### src/rtl/hwlock_pkg.sv
package hwlock_pkg;
  localparam int unsigned ADDR_W   = 12;
  localparam int unsigned DATA_W   = 32;
  localparam int unsigned LO_BASE  = 'h0C0;
  localparam int unsigned HI_BASE  = 'h724;
  localparam int unsigned LO_COUNT = 8;
  localparam int unsigned WORD_B   = 4;
endpackage

### src/rtl/hwlock_rst_sync.sv
module hwlock_rst_sync (
  input  logic clk,
  input  logic rst_n,
  output logic rst_sync_n
);
  logic [1:0] sync_q;

  always_ff @(posedge clk or negedge rst_n) begin
    if (!rst_n) sync_q <= 2'b00;
    else        sync_q <= {sync_q[0], 1'b1};
  end

  assign rst_sync_n = sync_q[1];
endmodule

### src/rtl/hwlock_decode.sv
module hwlock_decode #(
  parameter int unsigned ADDR_W    = 12,
  parameter int unsigned NUM_LOCKS = 64,
  parameter int unsigned LO_BASE   = 'h0C0,
  parameter int unsigned HI_BASE   = 'h724,
  parameter int unsigned LO_COUNT  = 8,
  parameter bit          REDUCED   = 1'b0,
  localparam int unsigned IDX_W    = $clog2(NUM_LOCKS)
) (
  input  logic [ADDR_W-1:0] addr,
  output logic              hit,
  output logic [IDX_W-1:0]  idx
);
  localparam int unsigned HI_COUNT = NUM_LOCKS - LO_COUNT;
  localparam logic [ADDR_W-1:0] LO_START = ADDR_W'(LO_BASE);
  localparam logic [ADDR_W-1:0] LO_END   = ADDR_W'(LO_BASE + 4 * LO_COUNT);
  localparam logic [ADDR_W-1:0] HI_START = ADDR_W'(HI_BASE);
  localparam logic [ADDR_W-1:0] HI_END   = ADDR_W'(HI_BASE + 4 * HI_COUNT);

  logic              aligned;
  logic              lo_hit;
  logic              hi_hit;
  logic [ADDR_W-1:0] lo_off;
  logic [ADDR_W-1:0] hi_off;
  logic [IDX_W-1:0]  lo_idx;
  logic [IDX_W-1:0]  hi_idx;

  assign aligned = (addr[1:0] == 2'b00);
  assign lo_off  = addr - LO_START;
  assign hi_off  = addr - HI_START;
  assign lo_hit  = aligned && (addr >= LO_START) && (addr < LO_END);
  assign lo_idx  = IDX_W'(lo_off >> 2);

  generate
    if (REDUCED) begin : g_hi_absent
      assign hi_hit = 1'b0;
      assign hi_idx = '0;
    end else begin : g_hi_present
      assign hi_hit = aligned && (addr >= HI_START) && (addr < HI_END);
      assign hi_idx = IDX_W'(hi_off >> 2) + IDX_W'(LO_COUNT);
    end
  endgenerate

  always_comb begin
    hit = lo_hit || hi_hit;
    if (lo_hit)      idx = lo_idx;
    else if (hi_hit) idx = hi_idx;
    else             idx = '0;
  end
endmodule

### src/rtl/hwlock_array.sv
module hwlock_array #(
  parameter int unsigned NUM_LOCKS = 64,
  parameter int unsigned ACTIVE    = 64,
  localparam int unsigned IDX_W    = $clog2(NUM_LOCKS)
) (
  input  logic                 clk,
  input  logic                 rst_n,
  input  logic                 hit,
  input  logic [IDX_W-1:0]     idx,
  input  logic                 acq_en,
  input  logic                 rel_en,
  output logic [NUM_LOCKS-1:0] lock_q,
  output logic                 prior
);
  logic [NUM_LOCKS-1:0] sel;

  // The release is applied before the acquire test in the same cycle.
  assign prior = hit && lock_q[idx] && !rel_en;

  generate
    for (genvar i = 0; i < NUM_LOCKS; i++) begin : g_ch
      assign sel[i] = hit && (idx == IDX_W'(i));
      if (i < ACTIVE) begin : g_cell
        logic lock_d;
        logic lock_en;
        assign lock_en = sel[i] && (acq_en || rel_en);
        always_comb begin
          lock_d = lock_q[i];
          if (rel_en) lock_d = 1'b0;
          if (acq_en) lock_d = 1'b1;
        end
        always_ff @(posedge clk or negedge rst_n) begin
          if (!rst_n)       lock_q[i] <= 1'b0;
          else if (lock_en) lock_q[i] <= lock_d;
        end
      end else begin : g_none
        logic unused_sel;
        assign unused_sel = sel[i];
        assign lock_q[i]  = 1'b0;
      end
    end
  endgenerate
endmodule

### src/rtl/hwlock_rdata.sv
module hwlock_rdata #(
  parameter int unsigned DATA_W = 32
) (
  input  logic              clk,
  input  logic              rst_n,
  input  logic              rd,
  input  logic              wr,
  input  logic              prior,
  output logic [DATA_W-1:0] rdata,
  output logic              ready
);
  logic [DATA_W-1:0] rdata_d;
  logic              ready_d;

  always_comb begin
    rdata_d = '0;
    if (rd) rdata_d[0] = prior;
    ready_d = rd || wr;
  end

  always_ff @(posedge clk or negedge rst_n) begin
    if (!rst_n) begin
      rdata <= '0;
      ready <= 1'b0;
    end else begin
      rdata <= rdata_d;
      ready <= ready_d;
    end
  end
endmodule

### src/rtl/hwlock_bank.sv
module hwlock_bank #(
  parameter int unsigned ADDR_W    = hwlock_pkg::ADDR_W,
  parameter int unsigned DATA_W    = hwlock_pkg::DATA_W,
  parameter int unsigned NUM_LOCKS = 64,
  parameter bit          REDUCED   = 1'b0
) (
  input  logic              clk,
  input  logic              rst_n,
  input  logic [ADDR_W-1:0] bus_addr,
  input  logic              bus_rd,
  input  logic              bus_wr,
  input  logic [DATA_W-1:0] bus_wdata,
  output logic [DATA_W-1:0] bus_rdata,
  output logic              bus_ready
);
  localparam int unsigned IDX_W  = $clog2(NUM_LOCKS);
  localparam int unsigned ACTIVE = REDUCED ? hwlock_pkg::LO_COUNT : NUM_LOCKS;

  logic                 rst_sync_n;
  logic                 hit;
  logic [IDX_W-1:0]     idx;
  logic                 acq_en;
  logic                 rel_en;
  logic                 prior;
  logic [NUM_LOCKS-1:0] lock_q;

  assign acq_en = bus_rd;
  assign rel_en = bus_wr && (bus_wdata == '0);

  hwlock_rst_sync u_rst (
    .clk        (clk),
    .rst_n      (rst_n),
    .rst_sync_n (rst_sync_n)
  );

  hwlock_decode #(
    .ADDR_W    (ADDR_W),
    .NUM_LOCKS (NUM_LOCKS),
    .LO_BASE   (hwlock_pkg::LO_BASE),
    .HI_BASE   (hwlock_pkg::HI_BASE),
    .LO_COUNT  (hwlock_pkg::LO_COUNT),
    .REDUCED   (REDUCED)
  ) u_dec (
    .addr (bus_addr),
    .hit  (hit),
    .idx  (idx)
  );

  hwlock_array #(
    .NUM_LOCKS (NUM_LOCKS),
    .ACTIVE    (ACTIVE)
  ) u_arr (
    .clk    (clk),
    .rst_n  (rst_sync_n),
    .hit    (hit),
    .idx    (idx),
    .acq_en (acq_en),
    .rel_en (rel_en),
    .lock_q (lock_q),
    .prior  (prior)
  );

  hwlock_rdata #(
    .DATA_W (DATA_W)
  ) u_rd (
    .clk   (clk),
    .rst_n (rst_sync_n),
    .rd    (bus_rd),
    .wr    (bus_wr),
    .prior (prior),
    .rdata (bus_rdata),
    .ready (bus_ready)
  );
endmodule

### config.mk
export PLATFORM = sky130hd
export DESIGN_NAME = hwlock_bank
export DESIGN_NICKNAME = d
export VERILOG_FILES = /design/src/rtl/hwlock_pkg.sv /design/src/rtl/hwlock_rst_sync.sv /design/src/rtl/hwlock_decode.sv /design/src/rtl/hwlock_array.sv /design/src/rtl/hwlock_rdata.sv /design/src/rtl/hwlock_bank.sv
export SDC_FILE = /design/constraint.sdc
export NUM_CORES = 1
export LEC_CHECK = 0
export BUFFER_PORTS_ARGS = -buffer_cell sky130_fd_sc_hd__buf_4
export CAP_MARGIN = 10
export CELL_PAD_IN_SITES_DETAIL_PLACEMENT = 0
export CELL_PAD_IN_SITES_GLOBAL_PLACEMENT = 1
export CORE_AREA = 2 2 107 109
export CTS_CLUSTER_DIAMETER = 50
export DETAILED_ROUTE_END_ITERATION = 10
export DIE_AREA = 0 0 109 111
export GPL_TIMING_DRIVEN = 0
export PLACE_DENSITY = 0.76
export SYNTH_ARGS = -nofsm -noshare
export SYNTH_HDL_FRONTEND = slang
export SYNTH_SLANG_ARGS = --single-unit
### constraint.sdc
create_clock -name clk -period 2.9 [get_ports clk]
set_input_delay 0.29 -clock clk [delete_from_list [all_inputs] [get_ports clk]]
set_output_delay 0.29 -clock clk [all_outputs]
set_load 0.02 [all_outputs]
==> impl_summary.log <==
[metrics] result of the run: finished with violations
[metrics] violated checks: negative setup slack
[metrics] wl on met1: 6505 µm
[metrics] layout overhead on the synthesized area: 41.22%
[metrics] launching element of the worst setup path: bus_addr[2]
[metrics] final routed DRC violation total: 0
[metrics] worst endpoint data arrival time: 3.21 ns
[metrics] total number of H-tree levels: 3
[metrics] most area-consuming cells after synthesis: dfrtp_1, mux2_2, nand2_1
[metrics] non-filler instance count after layout: 812
[metrics] largest fanout on the critical path: 8
[metrics] Die Outline Area: 12100 µm²
[metrics] Worst Setup Slack, final: -0.08460 ns
[metrics] final setup violation count: 1
[metrics] number of antenna violations at the first check in global routing: 0
[metrics] number of hold-slack violations in the final timing report: 0
[metrics] kind of cell with the highest combined delay on the critical path: compound AO/OA/AOI/OAI gates
[metrics] leading area contributor after synthesis: dfrtp_1
[metrics] Clock Skew: 0.009671 ns
[metrics] gr usage total: 25.72%
[metrics] static leakage: 0.002877 µW
[metrics] start-to-end type of the worst setup path: in -> reg
[metrics] RePlAce Congestion: 0.8925
[metrics] post-synth design cell area: 4641 µm²
[metrics] cell with the largest stage delay on the worst path: or4b_4
[metrics] fin nets: 719
[metrics] longest individual stage delay on the worst path: 0.54 ns
[metrics] type of the most critical hold path: in -> reg
[metrics] number of global-route vias before repair: 4330
[metrics] effective utilization at floorplan: 41.90%
[metrics] PortBufs: 48
[metrics] FF-to-FF Start: u_arr.lock_q[5]
[metrics] worst-skew pair later-pin latency: 0.34 ns
[metrics] TritonCTS clock tree: built
[metrics] mean instance size in the synthesized netlist: 8.773 µm²
[metrics] commonest register cell after synthesis: dfrtp_1
[metrics] Synth top cells by count: nand2_1, dfrtp_1, mux2_2
[metrics] total inserted antenna cells: 0
[metrics] cell count after synthesis: 529
[metrics] highest routing layer actually used: met4
[metrics] Via Count: 4633
[metrics] average wire length per cell after detail routing: 19.12 µm
[metrics] Cell Chain, Critical Path: buf_4, buf_12, clkinv_8, buf_8, ha_4, nor2b_4, o211ai_1, a21oi_4, nor2_1, nand2_2, o22a_1, o22ai_2, or4b_4, a2111oi_4
[metrics] number of max-cap violations: 0
[metrics] fraction of the yosys area taken by sequential cells: 36.67%
[metrics] routed wl met3: 999 µm
[metrics] first-pass GRT wire length: 23420 µm
[metrics] die extent in y: 111 µm
[metrics] clock root buffer master: clkbuf_16
[metrics] Synth Register Bits: 68
[metrics] Least-Margin Pin Slew: 0.8742 ns
[metrics] worst min-delay path startpoint: bus_wr
[metrics] data required time at the worst endpoint: 3.12 ns
[metrics] Yosys warnings: 0
[metrics] Cell Count Post-Placement: 750
[metrics] pin count of the biggest net entering global routing: 67
[metrics] share of the synthesized area in the top cell type: 36.67%
[metrics] count of different cell masters after synthesis: 64
[metrics] Iter 0 DRT Violations: 350
[metrics] CP Buf/Inv Count: 4
[metrics] core area: 11080 µm²
[metrics] worst-case clock buffer depth: 2
[metrics] final total power: 2432 µW
[metrics] CTS Sinks: 68
[metrics] maximum clock rate: 335.1 MHz
[metrics] power density over the cells: 371.0 nW/µm²
[metrics] Pre-antenna DRT Iters: 5
[metrics] DRT antenna net count: 0
[metrics] Max-slew headroom: 41.72%
[metrics] endpoint kind of the worst setup timing path: flip-flop
[metrics] global route total overflow: 0
[metrics] row cnt: 39
[metrics] number of placed I/O pins: 81
[metrics] minimum clock period: 2.985 ns
[metrics] Max rail drop VDD: 0.0003584 V
[metrics] number of clock buffers inserted by TritonCTS: 9
[metrics] DPL Wire Length: 10780 µm
[metrics] share of the cycle needed by the critical path after routing: 102.9%
[metrics] Worst setup SP type: input port
[metrics] width of the die: 109 µm
[metrics] Pins Over Slew Limit: 0
[metrics] fraction of layout cells with a size suffix above 1: 40.96%
[metrics] vias per inst: 5.706
[metrics] most instantiated library cell after synthesis: nand2_1
[metrics] Reg clk slew, reported paths: 0.05 ns
[metrics] worst setup slack before clock tree synthesis: -0.9104 ns
[metrics] routed length on met2: 7416 µm
[metrics] total wirelength of the detailed-routed design: 15530 µm
[metrics] Async SR Flop Fraction: 100.0%
[metrics] post-layout util: 59.17%
[metrics] number of enable-type register cells in the synthesized netlist: 0
[metrics] setup repair after global routing missed its margin: true
==> stage by stage <==
stage	TNS, ns	hold WS (ns)	area, µm²
2_1_floorplan	-0.1648	-0.005591	4847
3_3_place_gp	-37.89	0.07276	5386
3_5_place_dp	-39.28	0.07426	5390
4_1_cts	-0.4503	0.1437	6015
5_1_grt	-0.6849	0.1594	6554
6_report	-0.08460	0.1536	6554
==> cell usage in the layout (no fill, tap or decap), types with 10 or more instances in the layout <==
master / n
buf_4: 119
nand2_1: 88
dfrtp_1: 67
mux2_2: 36
conb_1: 32
o21ai_0: 30
nor3_1: 17
nor2_1: 17
clkbuf_1: 16
a21oi_1: 14
o31ai_1: 13
o22ai_1: 11
clkbuf_16: 11
mux2i_1: 10
nor2_2: 10
==> registers in the layout (all words and copies together) (netlist names) <==
signal        flops
u_rd.ready        1
u_arr.lock_q     64
u_rd.rdata        1
u_rst.sync_q      2
==> what timing repair did <==
action	in CTS	in global routing
cloned	0	2
gates resized for setup	50	69
endpoints found under the hold margin	2	0
hold buffers	1	0
setup endpoints to repair	64	59
pin swaps	7	27
setup buffers	15	30
==> cell type report <==
cell class	count	area, µm²
fillers	997	4523
multi-input cells	422	3055
flip-flops and latches	68	1705
repair buffers	96	798.3
plain buffers	61	493.0
clock buffers	12	236.5
well taps	143	178.9
inverters	7	46.29
clock inverters	3	40.04
==> logic make-up (layout without fill, tap and decap cells) <==
kind of cell	count (synthesis)	after routing	share of synthesized area (%)
AO/OA/AOI/OAI	128	128	18.60
XOR/XNOR	4	4	0.7551
adder cells (fa/ha/maj)	6	6	1.618
buffers and inverters	69	179	8.762
flip-flops	68	68	36.67
multiplexers	53	53	13.56
other	2	32	0.1618
AND/OR/NAND/NOR	199	199	19.87
==> routing by layer <==
layer  vias up  track usage, %
li1       2129               -
met1      2244           33.82
met2       220           40.99
met3        40           4.644
met4         0           11.37
met5         -               0
==> worst paths after layout <==
kind                            depth (start not counted)         endpoint  slack [ns]
worst max-delay path                                   14    u_rd.rdata[0]       -0.08
worst min-delay path                                    2       u_rd.ready        0.15
worst max register to register                          6    u_rd.rdata[0]        0.90
worst min register to register                          0  u_rst.sync_q[1]        0.35
max in group asynchronous                               0  u_arr.lock_q[2]        1.88
min in group asynchronous                               2  u_rst.sync_q[1]        0.26
==> power by group <==
part | internal, µW | switching, µW
clock | 658 | 390
sequential | 957 | 24.1
combinational | 186 | 217
(Power assumes the default switching activity.)
